## src/rtl/uart_afc_pkg.sv

```systemverilog
package uart_afc_pkg;
  typedef enum logic [1:0] {
    SWFC_OFF = 2'b00,
    SWFC_ONE = 2'b01,
    SWFC_TWO = 2'b10
  } swfc_mode_e;

  // true when the fill has drained far enough below the trigger
  function automatic logic rts_may_release(int level, int trig, int hyst);
    return (level + hyst) < trig;
  endfunction

  function automatic logic is_code(logic [7:0] b, logic [7:0] code);
    return b == code;
  endfunction
endpackage

```

## src/rtl/afc_sw_filter.sv

```systemverilog
module afc_sw_filter
  import uart_afc_pkg::*;
(
  input  logic       clk,
  input  logic       rst_n,
  input  logic [1:0] sw_mode,
  input  logic [7:0] xon1,
  input  logic [7:0] xon2,
  input  logic [7:0] xoff1,
  input  logic [7:0] xoff2,
  input  logic       rx_valid,
  input  logic [7:0] rx_data,
  output logic       fifo_wr,
  output logic [7:0] fifo_wdata,
  output logic       paused
);
  logic       held_q, held_on_q, held_off_q;
  logic [7:0] held_byte_q;
  logic       pend_q;
  logic [7:0] pend_byte_q;

  logic mode_one, mode_two, mode_off;
  assign mode_one = (sw_mode == SWFC_ONE);
  assign mode_two = (sw_mode == SWFC_TWO);
  assign mode_off = !mode_one && !mode_two;

  // named events for the checks
  logic hit_off, hit_on, start_pair, partial_miss, pass_byte;
  always_comb begin
    hit_off      = 1'b0;
    hit_on       = 1'b0;
    start_pair   = 1'b0;
    partial_miss = 1'b0;
    pass_byte    = 1'b0;
    if (rx_valid) begin
      if (mode_one) begin
        if (is_code(rx_data, xoff1))     hit_off = 1'b1;
        else if (is_code(rx_data, xon1)) hit_on  = 1'b1;
        else                             pass_byte = 1'b1;
      end else if (mode_two) begin
        if (held_q) begin
          if (held_off_q && is_code(rx_data, xoff2))     hit_off = 1'b1;
          else if (held_on_q && is_code(rx_data, xon2))  hit_on  = 1'b1;
          else                                           partial_miss = 1'b1;
        end else if (is_code(rx_data, xoff1) || is_code(rx_data, xon1)) begin
          start_pair = 1'b1;
        end else begin
          pass_byte = 1'b1;
        end
      end else begin
        pass_byte = 1'b1;
      end
    end
  end

  always_ff @(posedge clk or negedge rst_n) begin
    if (!rst_n) begin
      fifo_wr     <= 1'b0;
      fifo_wdata  <= '0;
      paused      <= 1'b0;
      held_q      <= 1'b0;
      held_on_q   <= 1'b0;
      held_off_q  <= 1'b0;
      held_byte_q <= '0;
      pend_q      <= 1'b0;
      pend_byte_q <= '0;
    end else begin
      fifo_wr <= 1'b0;
      if (pend_q) begin
        fifo_wr    <= 1'b1;
        fifo_wdata <= pend_byte_q;
        pend_q     <= 1'b0;
      end
      if (pass_byte) begin
        fifo_wr    <= 1'b1;
        fifo_wdata <= rx_data;
      end
      if (start_pair) begin
        held_q      <= 1'b1;
        held_byte_q <= rx_data;
        held_on_q   <= is_code(rx_data, xon1);
        held_off_q  <= is_code(rx_data, xoff1);
      end
      if (hit_off || hit_on || partial_miss) held_q <= 1'b0;
      if (partial_miss) begin
        fifo_wr     <= 1'b1;
        fifo_wdata  <= held_byte_q;
        pend_q      <= 1'b1;
        pend_byte_q <= rx_data;
      end
      if (hit_off)      paused <= 1'b1;
      else if (hit_on)  paused <= 1'b0;
      if (mode_off)     paused <= 1'b0;
    end
  end

  AST_PASS_THROUGH: assert property (@(posedge clk) disable iff (!rst_n)
    (rx_valid && mode_off) |=> (fifo_wr && fifo_wdata == $past(rx_data)));
  AST_OFF_CLEARS: assert property (@(posedge clk) disable iff (!rst_n)
    mode_off |=> !paused);
  AST_CODE_DROPPED: assert property (@(posedge clk) disable iff (!rst_n)
    (hit_off || hit_on || start_pair) |=> !fifo_wr);
  AST_PAIR_PAUSES: assert property (@(posedge clk) disable iff (!rst_n)
    (hit_off && mode_two) |=> paused);
  AST_PARTIAL_FLUSH: assert property (@(posedge clk) disable iff (!rst_n)
    partial_miss |=> fifo_wr ##1 fifo_wr);
  AST_PAUSE_HOLDS: assert property (@(posedge clk) disable iff (!rst_n)
    (paused && !hit_on && !mode_off) |=> paused);
endmodule

```

## src/rtl/afc_rts_ctl.sv

```systemverilog
module afc_rts_ctl
  import uart_afc_pkg::*;
#(
  parameter int LVL_W = 5,
  parameter int HYST  = 1
) (
  input  logic             clk,
  input  logic             rst_n,
  input  logic             auto_rts_en,
  input  logic             rs485_en,
  input  logic             tx_active,
  input  logic [LVL_W-1:0] rx_trig,
  input  logic [LVL_W-1:0] rx_level,
  output logic             rts_n
);
  logic rts_hold_q;
  logic fill_hit, fill_release;
  assign fill_hit     = (rx_level >= rx_trig);
  assign fill_release = rts_may_release(int'(rx_level), int'(rx_trig), HYST);

  always_ff @(posedge clk or negedge rst_n) begin
    if (!rst_n)             rts_hold_q <= 1'b0;
    else if (!auto_rts_en)  rts_hold_q <= 1'b0;
    else if (fill_hit)      rts_hold_q <= 1'b1;
    else if (fill_release)  rts_hold_q <= 1'b0;
  end

  assign rts_n = rs485_en ? !tx_active : rts_hold_q;

  AST_RTS_ON_FILL: assert property (@(posedge clk) disable iff (!rst_n)
    ($past(rst_n) && $past(auto_rts_en && fill_hit) && auto_rts_en && !rs485_en) |-> rts_n);
  AST_RTS_IDLE_LOW: assert property (@(posedge clk) disable iff (!rst_n)
    ($past(rst_n) && $past(!auto_rts_en) && !rs485_en) |-> !rts_n);
  AST_RS485_OWNS: assert property (@(posedge clk) disable iff (!rst_n)
    (rs485_en && tx_active) |-> !rts_n);
endmodule

```

## src/rtl/afc_tx_gate.sv

```systemverilog
module afc_tx_gate (
  input  logic clk,
  input  logic rst_n,
  input  logic auto_cts_en,
  input  logic cts_n,
  input  logic paused,
  input  logic tx_req,
  output logic tx_go
);
  logic [1:0] cts_sync_q;
  always_ff @(posedge clk or negedge rst_n) begin
    if (!rst_n) cts_sync_q <= 2'b11;
    else        cts_sync_q <= {cts_sync_q[0], cts_n};
  end

  logic cts_ok;
  assign cts_ok = !auto_cts_en || !cts_sync_q[1];
  assign tx_go  = tx_req && !paused && cts_ok;

  AST_NO_START_PAUSED: assert property (@(posedge clk) disable iff (!rst_n)
    paused |-> !tx_go);
  AST_CTS_BLOCKS: assert property (@(posedge clk) disable iff (!rst_n)
    ($past(rst_n, 2) && auto_cts_en && $past(cts_n) && $past(cts_n, 2)) |-> !tx_go);
  AST_CTS_IGNORED: assert property (@(posedge clk) disable iff (!rst_n)
    (!auto_cts_en && tx_req && !paused) |-> tx_go);
endmodule

```

## src/rtl/uart_autoflow.sv

```systemverilog
module uart_autoflow
  import uart_afc_pkg::*;
#(
  parameter int DEPTH = 16,
  parameter int HYST  = 1,
  localparam int LVL_W = $clog2(DEPTH + 1)
) (
  input  logic             clk,
  input  logic             rst_n,
  input  logic [1:0]       sw_mode,
  input  logic [7:0]       xon1,
  input  logic [7:0]       xon2,
  input  logic [7:0]       xoff1,
  input  logic [7:0]       xoff2,
  input  logic             auto_rts_en,
  input  logic             auto_cts_en,
  input  logic             rs485_en,
  input  logic [LVL_W-1:0] rx_trig,
  input  logic [LVL_W-1:0] rx_level,
  input  logic             rx_valid,
  input  logic [7:0]       rx_data,
  output logic             fifo_wr,
  output logic [7:0]       fifo_wdata,
  input  logic             tx_req,
  output logic             tx_go,
  input  logic             tx_active,
  input  logic             cts_n,
  output logic             rts_n
);
  logic sw_paused;

  afc_sw_filter u_filt (
    .clk(clk), .rst_n(rst_n), .sw_mode(sw_mode),
    .xon1(xon1), .xon2(xon2), .xoff1(xoff1), .xoff2(xoff2),
    .rx_valid(rx_valid), .rx_data(rx_data),
    .fifo_wr(fifo_wr), .fifo_wdata(fifo_wdata), .paused(sw_paused)
  );

  afc_rts_ctl #(.LVL_W(LVL_W), .HYST(HYST)) u_rts (
    .clk(clk), .rst_n(rst_n), .auto_rts_en(auto_rts_en), .rs485_en(rs485_en),
    .tx_active(tx_active), .rx_trig(rx_trig), .rx_level(rx_level), .rts_n(rts_n)
  );

  afc_tx_gate u_gate (
    .clk(clk), .rst_n(rst_n), .auto_cts_en(auto_cts_en), .cts_n(cts_n),
    .paused(sw_paused), .tx_req(tx_req), .tx_go(tx_go)
  );
endmodule

```

## config.mk

```make
export PLATFORM = sky130hd
export DESIGN_NAME = uart_autoflow
export DESIGN_NICKNAME = d
export VERILOG_FILES = /design/src/rtl/uart_afc_pkg.sv /design/src/rtl/afc_sw_filter.sv /design/src/rtl/afc_rts_ctl.sv /design/src/rtl/afc_tx_gate.sv /design/src/rtl/uart_autoflow.sv
export SDC_FILE = /design/constraint.sdc
export NUM_CORES = 1
export LEC_CHECK = 0
export BUFFER_PORTS_ARGS = -buffer_cell sky130_fd_sc_hd__buf_2
export CORE_MARGIN = 2
export CORE_UTILIZATION = 40
export CTS_BUF_LIST = sky130_fd_sc_hd__clkbuf_8
export CTS_CLUSTER_DIAMETER = 30
export CTS_CLUSTER_SIZE = 40
export DETAILED_ROUTE_END_ITERATION = 10
export HOLD_SLACK_MARGIN = 0.03
export PLACE_DENSITY = 0.64
export SYNTH_ARGS = -nofsm -noshare
export SYNTH_HDL_FRONTEND = slang
export SYNTH_HIERARCHICAL = 1
export SYNTH_SLANG_ARGS = --single-unit
export TNS_END_PERCENT = 50
```

## constraint.sdc

```tcl
create_clock -name clk -period 2.95 [get_ports clk]
set_clock_uncertainty 0.15 [all_clocks]
set_input_delay 0.885 -clock clk [delete_from_list [all_inputs] [get_ports clk]]
set_output_delay 0.885 -clock clk [all_outputs]
set_load 0.02 [all_outputs]
```

==> out/summary.json, run 1 <==
{
  "clock_sinks": 33,
  "drt_pre_antenna_iters": 4,
  "drive_above_1_share_pct": 41.4,
  "die_h_um": 79.0,
  "antenna_viol_nets_final": 0,
  "grt-ovfl-total": 0,
  "cts_buffers": 5,
  "setup_viol": 0,
  "total_drc_errors_in_the_routed_layout": 0,
  "synthesis.area_um2": 2250,
  "drv.max_cap_violation_count": 0,
  "critical-path-slowest-cell": "sky130_fd_sc_hd__nor4_1",
  "fp.dieArea_um2": 6240,
  "grt_max_degree": 34,
  "timing.fmax_ghz": 0.383,
  "buffers_plus_inverters_on_the_worst_setup_path": 2,
  "worstMarginPinSlew_ns": 0.720,
  "dpl.hpwl_um": 3700,
  "antennaDiodeCount": 0,
  "global_route.usage.total_pct": 15.8,
  "routed_via_density": 4.89,
  "synth_seq_cells": 33,
  "period_minus_slack_ns": 2.61,
  "grt_pass1_vias": 1622,
  "synth_compound_area_share_pct": 7.34,
  "number_of_antenna_violations_at_the_first_check_in_global_routing": 0,
  "synth-warning-count": 6,
  "yosys.area_share.xor_xnor_pct": 13.6,
  "cts.clk_slew.worst_paths_ns": 0.07,
  "setup.worst_path.class": "input port to register",
  "worst_skew_pair.late_latency_ns": 0.28,
  "synth_enable_flop_cells": 0,
  "synthesis.instances": 208,
  "critPathTopFamily": "simple AND/OR/NAND/NOR gates",
  "cts.htree.levels": 2,
  "postSynthNetCount": 282,
  "synth_area_per_cell_um2": 10.8,
  "post_route_core_utilization_pct": 50.2,
  "combinational_family_with_the_most_area_after_synthesis": "multiplexers",
  "cts_repair_resize_count": 0,
  "worstSetupEndpointType": "register",
  "tritoncts_clock_tree": "yes",
  "layout_filler_cell_count": 518,
  "fin_tns_setup_ns": 0,
  "synth_cell_types": 40,
  "report.final.hold_viol_count": 0,
  "std_cell_rows": 27,
  "count_of_pins_over_their_slew_limit": 0,
  "hold_class": "register to register",
  "cellLeakagePower_nw": 1.37,
  "critical_path.max_stage_delay_ns": 0.42,
  "wire_per_inst_um": 13.6,
  "timing.hold.ws_ns": 0.207,
  "placement.io_buffers": 71,
  "kind_of_start_point_of_the_critical_path": "input port",
  "power_mw": 1.19,
  "run_status": "finished, final reports clean",
  "cts_root_buf": "sky130_fd_sc_hd__clkbuf_8",
  "layout-area-overhead-vs-synth_pct": 22.1,
  "final_nets": 351,
  "cts_setup_buffers": 0,
  "yosys.area_share.adder_pct": 7.23,
  "drc_violation_total_after_the_first_tritonroute_iteration": 88,
  "arrival_ns": 2.62,
  "floorplan.core_area_um2": 5470,
  "chip_width_um": 79.0,
  "fin_crit_sh_pct": 88.6,
  "rsz_0062_raised_after_global_routing": "no",
  "globalplace.congestion": 0.814,
  "clock_path_buffers": 2,
  "cts_hold_repair.buffers": 0,
  "slew_headroom_pct": 52.0,
  "critPathRequiredTime_ns": 2.96,
  "cp_cell_sequence": "buf_2, xor2_1, nor4_1, nand2_1, a41oi_2, buf_4, or3b_1",
  "synthMuxAreaShare_pct": 16.4,
  "io_pins": 72,
  "synth-simple-area-share_pct": 12.2,
  "peakVddDrop_v": 0.000219,
  "final-instance-count-excl-fill": 350,
  "total_routed_length_um": 4780,
  "synth_ff_type": "sky130_fd_sc_hd__dfrtp_1",
  "placed_cells": 342,
  "initial_utilization_pct": 41.1,
  "postSynth.asyncResetShare_pct": 100,
  "critPathMaxFanout": 7,
  "grt_pass1_wl_um": 7650,
  "cellPowerDensity_nw_per_um2": 433,
  "synth_sequential_area_ratio_pct": 36.8,
  "route.vias.total": 1712
}
==> cell type report <==
class,instances,area (um^2),area share [%]
Timing Repair Buffer,75,398,14.5
Clock buffer,6,82.6,3.01
Multi-Input combinational cell,152,1280,46.5
Sequential cell,33,828,30.1
Inverter,10,37.5,1.37
Clock inverter,2,33.8,1.23
Tap cell,72,90.1,3.28
==> Yosys cell counts (all sizes together) (2+ instances only) <==
library cell	number	area, um^2
a21oi	2	10.0
o31ai	3	22.5
mux2i	9	90.1
dfrtp	31	776
dfstp	2	52.6
nor4	5	43.8
nand4	2	12.5
ha	13	163
nor3	4	20.0
o21ai	10	50.1
nand2	17	63.8
nand2b	4	32.5
and3	2	12.5
xnor2	11	96.3
mux2	24	278
xor2	24	210
nand3	6	30.0
buf	13	106
inv	10	37.5
nor2	2	7.51
==> per-layer routing <==
| metal | GRT usage, % | vias up | share of wire (%) | routed length, um |
|---|---|---|---|---|
| li1 | - | 857 | - | - |
| met3 | 3.64 | 2 | 4.1 | 197 |
| met4 | 4.14 | 0 | 0.82 | 39 |
| met2 | 26.4 | 33 | 49 | 2320 |
| met5 | 0 | - | 0 | 0 |
| met1 | 20.5 | 820 | 47 | 2220 |
==> power by group <==
group | total, mW | switching (mW) | internal [mW] | leakage, nW
combinational | 0.256 | 0.131 | 0.126 | 0.879
sequential | 0.503 | 0.0165 | 0.486 | 0.425
clock | 0.431 | 0.159 | 0.272 | 0.0626
total | 1.19 | 0.306 | 0.884 | 1.37
==> logic make-up after synthesis <==
kind of cell,Yosys count
compound gates,23
mux,33
flops,33
simple gates,48
fa+ha+maj,13
buf+inv,23
xor+xnor,35
==> through the flow <==
step                      instance area (um^2)  worst slack (ns)
final                                     2750             0.337
after global placement                    2630            0.0642
after floorplan                           2250             0.369
after detailed placement                  2630            0.0653
after global routing                      2750             0.241
after CTS                                 2750             0.356
==> layout by cell type (no fill, tap or decap), types with 9 or more instances in the layout <==
cell | Yosys | routed
sky130_fd_sc_hd__o21ai_0 | 10 | 10
sky130_fd_sc_hd__xor2_1 | 24 | 24
sky130_fd_sc_hd__inv_1 | 10 | 11
sky130_fd_sc_hd__mux2_2 | 22 | 22
sky130_fd_sc_hd__ha_1 | 13 | 13
sky130_fd_sc_hd__nand2_1 | 17 | 17
sky130_fd_sc_hd__xnor2_1 | 11 | 11
sky130_fd_sc_hd__buf_2 | 4 | 71
sky130_fd_sc_hd__mux2i_1 | 9 | 9
sky130_fd_sc_hd__dfrtp_1 | 31 | 31
==> final timing paths <==
| check | start | endpoint | slack, ns | depth (start not counted) |
|---|---|---|---|---|
| setup / recovery | rx_data[7] | u_filt/fifo_wr | 0.34 | 7 |
| max in group asynchronous | rst_n | u_filt/held_byte_q[0] | 1.67 | 1 |
| hold / removal | u_gate/cts_sync_q[0] | u_gate/cts_sync_q[1] | 0.21 | 0 |
| hold reg to reg | u_gate/cts_sync_q[0] | u_gate/cts_sync_q[1] | 0.21 | 0 |
| min in group asynchronous | rst_n | u_filt/pend_byte_q[7] | 0.51 | 1 |
| setup reg to reg | u_filt/held_q | u_filt/pend_byte_q[6] | 1.32 | 5 |
==> flip-flops by register name (all words and copies together), names as in the netlist, 2 cells and up <==
register	flops
u_gate/cts_sync_q	2
u_filt/fifo_wdata	8
u_filt/pend_byte_q	8
u_filt/held_byte_q	8
Note: power is estimated with default switching activity, not from simulation.
==> inputs of run 2 (changes only) <==
--- a/config.mk
+++ b/config.mk
@@ -5,6 +5,7 @@
 export SDC_FILE = /design/constraint.sdc
 export NUM_CORES = 1
 export LEC_CHECK = 0
+export ABC_AREA = 1
 export BUFFER_PORTS_ARGS = -buffer_cell sky130_fd_sc_hd__buf_2
 export CORE_MARGIN = 2
 export CORE_UTILIZATION = 40
@@ -13,9 +14,8 @@
 export CTS_CLUSTER_SIZE = 40
 export DETAILED_ROUTE_END_ITERATION = 10
 export HOLD_SLACK_MARGIN = 0.03
-export PLACE_DENSITY = 0.64
+export PLACE_DENSITY = 0.63
 export SYNTH_ARGS = -nofsm -noshare
 export SYNTH_HDL_FRONTEND = slang
-export SYNTH_HIERARCHICAL = 1
 export SYNTH_SLANG_ARGS = --single-unit
 export TNS_END_PERCENT = 50
==> out/summary.json, run 2 <==
{
  "cts_buffers": {"value": 5, "change": "unchanged"},
  "cellLeakagePower": {"value": 1.74, "unit": "nW", "change": "+28%"},
  "drt_pre_antenna_iters": {"value": 4, "change": "unchanged"},
  "total_routed_length": {"value": 5650, "unit": "um", "change": "+18%"},
  "grt_pass1_vias": {"value": 2237, "change": "+38%"},
  "report.final.hold_viol_count": {"value": 0, "change": "unchanged"},
  "clock_sinks": {"value": 33, "change": "unchanged"},
  "fin_crit_sh": {"value": 81.9, "unit": "%", "change": "-6.7 points"},
  "synth_largest_type_area_fraction": {"value": 31.6, "unit": "%", "change": "-2.9 points"},
  "drive_above_1_share": {"value": 23.9, "unit": "%", "change": "-17 points"},
  "yosys-top-cells-count": "130 x sky130_fd_sc_hd__nand2_1, 48 x sky130_fd_sc_hd__inv_1, 35 x sky130_fd_sc_hd__nor2_1",
  "synth-warning-count": {"value": 0, "change": "-6"},
  "globalplace.congestion": {"value": 0.849, "change": "+4.3%"},
  "post_route_core_utilization": {"value": 49.7, "unit": "%", "change": "-0.48 points"},
  "placement.io_buffers": {"value": 71, "change": "unchanged"},
  "number_of_antenna_violations_at_the_first_check_in_global_routing": {"value": 0, "change": "unchanged"},
  "dpl.hpwl": {"value": 4570, "unit": "um", "change": "+23%"},
  "worstReg2RegStart": "u_filt.held_on_q",
  "hold_class": "register to register",
  "antenna_viol_nets_final": {"value": 0, "change": "unchanged"},
  "global_route.usage.total": {"value": 18.9, "unit": "%", "change": "+3.1 points"},
  "postSynthNetCount": {"value": 438, "change": "+55%"},
  "synth_enable_flop_cells": {"value": 0, "change": "unchanged"},
  "synth_seq_cells": {"value": 33, "change": "unchanged"},
  "rsz_0062_raised_after_global_routing": "no",
  "grt_pass1_wl": {"value": 9940, "unit": "um", "change": "+30%"},
  "cts_repair_resize_count": {"value": 0, "change": "unchanged"},
  "worstSetupEndpointType": "register",
  "period_minus_slack": {"value": 2.42, "unit": "ns", "change": "-0.198 ns"},
  "cts_root_buf": "sky130_fd_sc_hd__clkbuf_8",
  "synth_ff_type": "sky130_fd_sc_hd__dfrtp_1",
  "commonest_cells_after_routing_fill_and_taps_aside": "130 x sky130_fd_sc_hd__nand2_1, 71 x sky130_fd_sc_hd__buf_2, 48 x sky130_fd_sc_hd__inv_1, 35 x sky130_fd_sc_hd__nor2_1, 31 x sky130_fd_sc_hd__dfrtp_1",
  "cp_cell_sequence": "buf_2, ha_1, inv_1, nand3_1, nor2_1, nand3_4, nand2_4, nor2_8, nor2_1, nand2_1, nand2_1",
  "synthesis.area": {"value": 2450, "unit": "um^2", "change": "+9.1%"},
  "layout_commonest_cell": "sky130_fd_sc_hd__nand2_1",
  "critPathMaxFanout": {"value": 32, "change": "+25"},
  "cts_setup_buffers": {"value": 0, "change": "unchanged"},
  "source_of_the_worst_hold_timing_path": "u_gate.cts_sync_q[0]",
  "total_drc_errors_in_the_routed_layout": {"value": 0, "change": "unchanged"},
  "postSynth.asyncResetShare": {"value": 100, "unit": "%", "change": "unchanged"},
  "routed_via_density": {"value": 4.53, "change": "-7.4%"},
  "kind_of_start_point_of_the_critical_path": "input port",
  "critical_path.max_stage_delay": {"value": 0.32, "unit": "ns", "change": "-0.10 ns"},
  "final_nets": {"value": 508, "change": "+45%"},
  "fp.dieArea": {"value": 6780, "unit": "um^2", "change": "+8.6%"},
  "die_h": {"value": 82.3, "unit": "um", "change": "+4.2%"},
  "drv.max_cap_violation_count": {"value": 0, "change": "unchanged"},
  "fin_tns_setup": {"value": 0, "unit": "ns", "change": "unchanged"},
  "worst_skew_pair.late_latency": {"value": 0.29, "unit": "ns", "change": "about the same"},
  "synth_cell_types": {"value": 29, "change": "-28%"},
  "slew_headroom": {"value": 51.2, "unit": "%", "change": "-0.74 points"},
  "layout_filler_cell_count": {"value": 627, "change": "+21%"},
  "critPathRequiredTime": {"value": 3.03, "unit": "ns", "change": "+0.07 ns"},
  "peakVddDrop": {"value": 0.000181, "unit": "V", "change": "-17%"},
  "grt-ovfl-total": {"value": 0, "change": "unchanged"},
  "run_status": "finished, final reports clean",
  "route.vias.total": {"value": 2309, "change": "+35%"},
  "floorplan.core_area": {"value": 5920, "unit": "um^2", "change": "+8.2%"},
  "clock_path_buffers": {"value": 2, "change": "unchanged"},
  "synth.area.top_cells": "sky130_fd_sc_hd__dfrtp_1 32%, sky130_fd_sc_hd__nand2_1 20%, sky130_fd_sc_hd__inv_1 7.3%",
  "count_of_pins_over_their_slew_limit": {"value": 0, "change": "unchanged"},
  "cp-startpoint": "sw_mode[0]",
  "post-synth-top-count-cell": "sky130_fd_sc_hd__nand2_1",
  "setup.worst_path.class": "input port to register",
  "synthDominantAreaCellType": "sky130_fd_sc_hd__dfrtp_1",
  "synthesis.instances": {"value": 364, "change": "+75%"},
  "reg.largest.list": "u_filt.fifo_wdata (8), u_filt.held_byte_q (8), u_filt.pend_byte_q (8)",
  "layout-area-overhead-vs-synth_pct": 19.9,
  "synth_sequential_area_ratio": {"value": 33.7, "unit": "%", "change": "-3.1 points"},
  "antennaDiodeCount": {"value": 0, "change": "unchanged"},
  "critical-path-slowest-cell": "sky130_fd_sc_hd__nand3_4",
  "grt_max_degree": {"value": 34, "change": "unchanged"},
  "cts.htree.levels": {"value": 2, "change": "unchanged"},
  "arrival": {"value": 2.50, "unit": "ns", "change": "-0.12 ns"},
  "worstMarginPinSlew": {"value": 0.732, "unit": "ns", "change": "+0.0111 ns"},
  "initial_utilization": {"value": 41.5, "unit": "%", "change": "+0.36 points"},
  "std_cell_rows": {"value": 28, "change": "+3.7%"},
  "cts.clk_slew.worst_paths": {"value": 0.07, "unit": "ns", "change": "about the same"},
  "cellPowerDensity": {"value": 404, "unit": "nW/um^2", "change": "-6.7%"},
  "synth_area_per_cell": {"value": 6.74, "unit": "um^2", "change": "-38%"},
  "drc_violation_total_after_the_first_tritonroute_iteration": {"value": 154, "change": "+75%"},
  "setup_viol": {"value": 0, "change": "unchanged"},
  "chip_width": {"value": 82.3, "unit": "um", "change": "+4.2%"},
  "wire_per_inst": {"value": 11.1, "unit": "um", "change": "-19%"},
  "io_pins": {"value": 72, "change": "unchanged"},
  "tritoncts_clock_tree": "yes",
  "timing.fmax": {"value": 0.414, "unit": "GHz", "change": "+8.2%"},
  "cts_hold_repair.buffers": {"value": 0, "change": "unchanged"}
}
run 2: cell types whose count changed in the layout (fill, tap and decap cells not counted), sizes merged, moves of 4 or more:
cell | before | now
nand2b | 4 | 0
a21oi | 2 | 11
o21ai | 10 | 21
nor2 | 2 | 38
mux2 | 24 | 0
xor2 | 24 | 5
nor4 | 5 | 0
nand2 | 17 | 134
nor3 | 4 | 0
nand3 | 6 | 27
inv | 11 | 55
mux2i | 9 | 0
run 2: layout make-up:
class	instances	area, um^2	share of cell area, %
multi-input combinational	265	1350	45.9
sequential	33	828	28.1
timing repair buffer	74	378	12.8
inverter	55	206	7.01
tap	75	93.8	3.19
clock buffer	5	68.8	2.34
clock inverter	3	17.5	0.595
run 2: worst max-delay path, delay by kind of cell:
| family | cells | cell delay, ns |
|---|---|---|
| adders and majority gates | 1 | 0.22 |
| and+or+nand+nor | 8 | 1.14 |
| buffers and inverters | 2 | 0.24 |
run 2: final timing paths:
kind | slack, ns | endpoint | depth (start not counted)
setup reg to reg | 1.05 | u_filt.fifo_wdata[7] | 10
hold reg to reg | 0.20 | u_gate.cts_sync_q[1] | 0
hold / removal | 0.20 | u_gate.cts_sync_q[1] | 0
setup / recovery | 0.53 | u_filt.fifo_wdata[4] | 11
max in group asynchronous | 1.68 | u_filt.pend_byte_q[0] | 1
min in group asynchronous | 0.50 | u_filt.fifo_wdata[1] | 1
run 2: per-stage QoR:
stage          power [mW]  worst slack (ns)  cell area, um^2  instances  hold slack [ns]
6_report             1.19             0.535             2940        510            0.202
5_1_grt              1.28             0.325             2940        510            0.222
4_1_cts              1.20             0.522             2940        510            0.206
3_5_place_dp        0.869             0.219             2860        502            0.199
3_3_place_gp        0.860             0.255             2860        502            0.196
2_1_floorplan       0.748             0.570             2450        364            0.195
run 2: metal layers:
metal  vias to the layer above  wire [um]  GRT usage [%]
li1                       1250          -              -
met1                       980       2750           26.9
met2                        68       2510           28.9
met5                         -          0              0
met3                        11        291           3.15
met4                         0        110           6.17
run 2: logic make-up (layout without fill, tap and decap cells):
family / Yosys count / in the layout / synth area share (%)
AO/OA/AOI/OAI: 36 / 36 / 8.36
AND/OR/NAND/NOR: 201 / 201 / 34.7
XOR/XNOR: 15 / 15 / 5.35
buffers and inverters: 66 / 137 / 11.2
adder cells (fa/ha/maj): 13 / 13 / 6.63
flip-flops: 33 / 33 / 33.7
run 2: report_power, final:
part	leakage [nW]	switching (mW)	internal, mW
Sequential	0.434	0.0290	0.509
Combinational	1.27	0.189	0.130
Clock	0.0439	0.170	0.163
Total	1.74	0.388	0.802
==> inputs of run 3 (changes only) <==
==> constraint.sdc (replaced) <==
create_clock -name clk -period 2.25 [get_ports clk]
set_clock_uncertainty 0.15 [all_clocks]
set_input_delay 0.675 -clock clk [delete_from_list [all_inputs] [get_ports clk]]
set_output_delay 0.675 -clock clk [all_outputs]
set_load 0.02 [all_outputs]
==> out/summary.json, run 3 (synthesis results as in run 2) <==
{
  "reg.largest.list": "u_filt.fifo_wdata (8), u_filt.held_byte_q (8), u_filt.pend_byte_q (8)",
  "critPathTopFamily": "compound AO/OA/AOI/OAI gates",
  "layout-area-overhead-vs-synth_pct": 30.1,
  "wire_per_inst": {"value": 10.3, "unit": "um", "change": "-7.3%"},
  "reg2reg_setup_slack": {"value": 0.48, "unit": "ns", "change": "-0.57 ns"},
  "setup.worst_path.class": "input port to register",
  "dpl.hpwl": {"value": 4570, "unit": "um", "change": "about the same"},
  "initial_utilization": {"value": 41.5, "unit": "%", "change": "unchanged"},
  "std_cell_rows": {"value": 28, "change": "unchanged"},
  "global_route.usage.total": {"value": 17.6, "unit": "%", "change": "-1.2 points"},
  "dpl_worst_slack": {"value": -0.0874, "unit": "ns", "change": "-0.306 ns"},
  "drive_above_1_share": {"value": 28.0, "unit": "%", "change": "+4.1 points"},
  "worstMarginPinSlew": {"value": 0.418, "unit": "ns", "change": "-0.314 ns"},
  "layout_commonest_cell": "sky130_fd_sc_hd__nand2_1",
  "cts.clk_slew.worst_paths": {"value": 0.07, "unit": "ns", "change": "about the same"},
  "clock_path_buffers": {"value": 2, "change": "unchanged"},
  "placement.io_buffers": {"value": 71, "change": "unchanged"},
  "report.final.hold_viol_count": {"value": 0, "change": "unchanged"},
  "cts_root_buf": "sky130_fd_sc_hd__clkbuf_8",
  "total_routed_length": {"value": 5500, "unit": "um", "change": "-2.6%"},
  "globalplace.congestion": {"value": 0.863, "change": "+1.7%"},
  "run_status": "finished, final reports clean",
  "source_of_the_worst_hold_timing_path": "u_gate.cts_sync_q[0]",
  "floorplan.core_area": {"value": 5920, "unit": "um^2", "change": "unchanged"},
  "count_of_pins_over_their_slew_limit": {"value": 0, "change": "unchanged"},
  "routed_via_density": {"value": 4.44, "change": "-1.9%"},
  "cts_hold_repair.buffers": {"value": 0, "change": "unchanged"},
  "final_nets": {"value": 534, "change": "+5.1%"},
  "tritoncts_clock_tree": "yes",
  "cts.htree.levels": {"value": 2, "change": "unchanged"},
  "worst_skew_pair.late_latency": {"value": 0.28, "unit": "ns", "change": "about the same"},
  "route.vias.total": {"value": 2381, "change": "+3.1%"},
  "reg_to_reg_end": "u_filt.fifo_wdata[2]",
  "timing.critical_path.to": "u_rts.rts_hold_q",
  "commonest_cells_after_routing_fill_and_taps_aside": "130 x sky130_fd_sc_hd__nand2_1, 71 x sky130_fd_sc_hd__buf_2, 49 x sky130_fd_sc_hd__inv_1, 35 x sky130_fd_sc_hd__nor2_1, 31 x sky130_fd_sc_hd__dfrtp_1",
  "cellPowerDensity": {"value": 536, "unit": "nW/um^2", "change": "+33%"},
  "arrival": {"value": 2.06, "unit": "ns", "change": "-0.44 ns"},
  "kind_of_start_point_of_the_critical_path": "input port",
  "layout_filler_cell_count": {"value": 605, "change": "-3.5%"},
  "cts_setup_buffers": {"value": 0, "change": "unchanged"},
  "cp-startpoint": "rx_level[0]",
  "number_of_antenna_violations_at_the_first_check_in_global_routing": {"value": 0, "change": "unchanged"},
  "clock_sinks": {"value": 33, "change": "unchanged"},
  "total_drc_errors_in_the_routed_layout": {"value": 0, "change": "unchanged"},
  "critPathRequiredTime": {"value": 2.30, "unit": "ns", "change": "-0.73 ns"},
  "antennaDiodeCount": {"value": 0, "change": "unchanged"},
  "fin_crit_sh_pct": 89.0,
  "hold_class": "register to register",
  "worst_slack": {"value": 0.247, "unit": "ns", "change": "-0.288 ns"},
  "drc_violation_total_after_the_first_tritonroute_iteration": {"value": 71, "change": "-54%"},
  "grt-ovfl-total": {"value": 0, "change": "unchanged"},
  "fp.dieArea": {"value": 6780, "unit": "um^2", "change": "unchanged"},
  "number_of_cells_on_the_critical_path": {"value": 10, "change": "-1"},
  "critPathMaxFanout": {"value": 2, "change": "-94%"},
  "cellLeakagePower": {"value": 1.90, "unit": "nW", "change": "+8.8%"},
  "period_minus_slack_ns": 2.00,
  "grt_max_degree": {"value": 34, "change": "unchanged"},
  "die_h": {"value": 82.3, "unit": "um", "change": "unchanged"},
  "setup_viol": {"value": 0, "change": "unchanged"},
  "cts_repair_resize_count": {"value": 0, "change": "unchanged"},
  "io_pins": {"value": 72, "change": "unchanged"},
  "peakVddDrop": {"value": 0.000255, "unit": "V", "change": "+41%"},
  "worst-r2r-cell-count": {"value": 10, "change": "unchanged"},
  "grt_pass1_vias": {"value": 2103, "change": "-6.0%"},
  "grt_pass1_wl": {"value": 9200, "unit": "um", "change": "-7.4%"},
  "chip_width": {"value": 82.3, "unit": "um", "change": "unchanged"},
  "buffers_plus_inverters_on_the_worst_setup_path": {"value": 1, "change": "-1"},
  "worstReg2RegStart": "u_filt.held_on_q",
  "slew_headroom": {"value": 72.1, "unit": "%", "change": "+21 points"},
  "drv.max_cap_violation_count": {"value": 0, "change": "unchanged"},
  "timing.fmax_ghz": 0.499,
  "worstSetupEndpointType": "register",
  "cts_buffers": {"value": 5, "change": "unchanged"},
  "critical-path-slowest-cell": "sky130_fd_sc_hd__ha_1",
  "cp_cell_sequence": "buf_2, ha_1, xor2_1, ha_1, nand2_1, o21ai_0, a21oi_1, o21ai_0, nand2_1, a21boi_0",
  "critical_path.max_stage_delay": {"value": 0.29, "unit": "ns", "change": "-0.03 ns"},
  "rsz_0062_raised_after_global_routing": "no",
  "drt_pre_antenna_iters": {"value": 4, "change": "unchanged"},
  "antenna_viol_nets_final": {"value": 0, "change": "unchanged"},
  "power": {"value": 1.71, "unit": "mW", "change": "+44%"}
}
-- run 3: changes by cell type in the layout (fill, tap and decap cells not counted), sizes merged --
cell and delta:
buf +26, clkinvlp -1, inv +1, bufinv +1
clkinv -2, clkbuf +1
-- run 3: metal layers --
layer	vias to the layer above	GRT usage [%]	share of wire, %
met1	1011	23.9	48
met5	-	0	0
met2	66	29.2	45
met4	0	4.50	1.1
met3	6	2.93	5.4
li1	1298	-	-
-- run 3: how the worst min path moves through the flow --
stage | slack (ns) | end | depth (start not counted)
detailed placement | 0.20 | u_gate.cts_sync_q[1] | 0
CTS | 0.20 | u_gate.cts_sync_q[1] | 0
floorplan | 0.20 | u_gate.cts_sync_q[1] | 0
global placement | 0.20 | u_gate.cts_sync_q[1] | 0
finish | 0.20 | u_gate.cts_sync_q[1] | 0
global route | 0.21 | u_gate.cts_sync_q[1] | 0
-- run 3: final cells by class --
class                           count  area, um^2  share of cell area, %
Multi-Input combinational cell    265        1350                   42.3
Sequential cell                    33         828                   25.9
Timing Repair Buffer              100         598                   18.7
Inverter                           55         206                   6.46
Tap cell                           75        93.8                   2.94
Clock buffer                        6        82.6                   2.59
Clock inverter                      2        33.8                   1.06
-- run 3: worst reg2reg max path: stages (launching register included) --
cell                       delay (ns)
sky130_fd_sc_hd__dfrtp_1         0.36
sky130_fd_sc_hd__a21boi_1        0.16
sky130_fd_sc_hd__nand2_1         0.07
sky130_fd_sc_hd__nor2_1          0.18
sky130_fd_sc_hd__nand3_2         0.13
sky130_fd_sc_hd__nand3_4         0.14
sky130_fd_sc_hd__nand2_4         0.08
sky130_fd_sc_hd__nor2_8          0.21
sky130_fd_sc_hd__nor2_1          0.07
sky130_fd_sc_hd__nand2_1         0.07
sky130_fd_sc_hd__nand2_1         0.05
-- run 3: power breakdown --
part           total, mW  leakage (nW)  switching, mW  internal, mW
clock network      0.564        0.0626          0.207         0.356
logic              0.443          1.40          0.248         0.195
registers          0.706         0.434         0.0382         0.668
total               1.71          1.90          0.494          1.22
-- run 3: per-stage QoR --
stage | setup TNS, ns | cells | hold slack, ns | area (um^2) | util, %
floorplan | 0 | 364 | 0.195 | 2450 | -
global placement | -0.171 | 528 | 0.196 | 3080 | 52.0
detailed placement | -0.428 | 528 | 0.197 | 3080 | 52.0
CTS | 0 | 536 | 0.200 | 3190 | 54.0
global route | 0 | 536 | 0.207 | 3190 | 54.0
finish | 0 | 536 | 0.201 | 3190 | 54.0
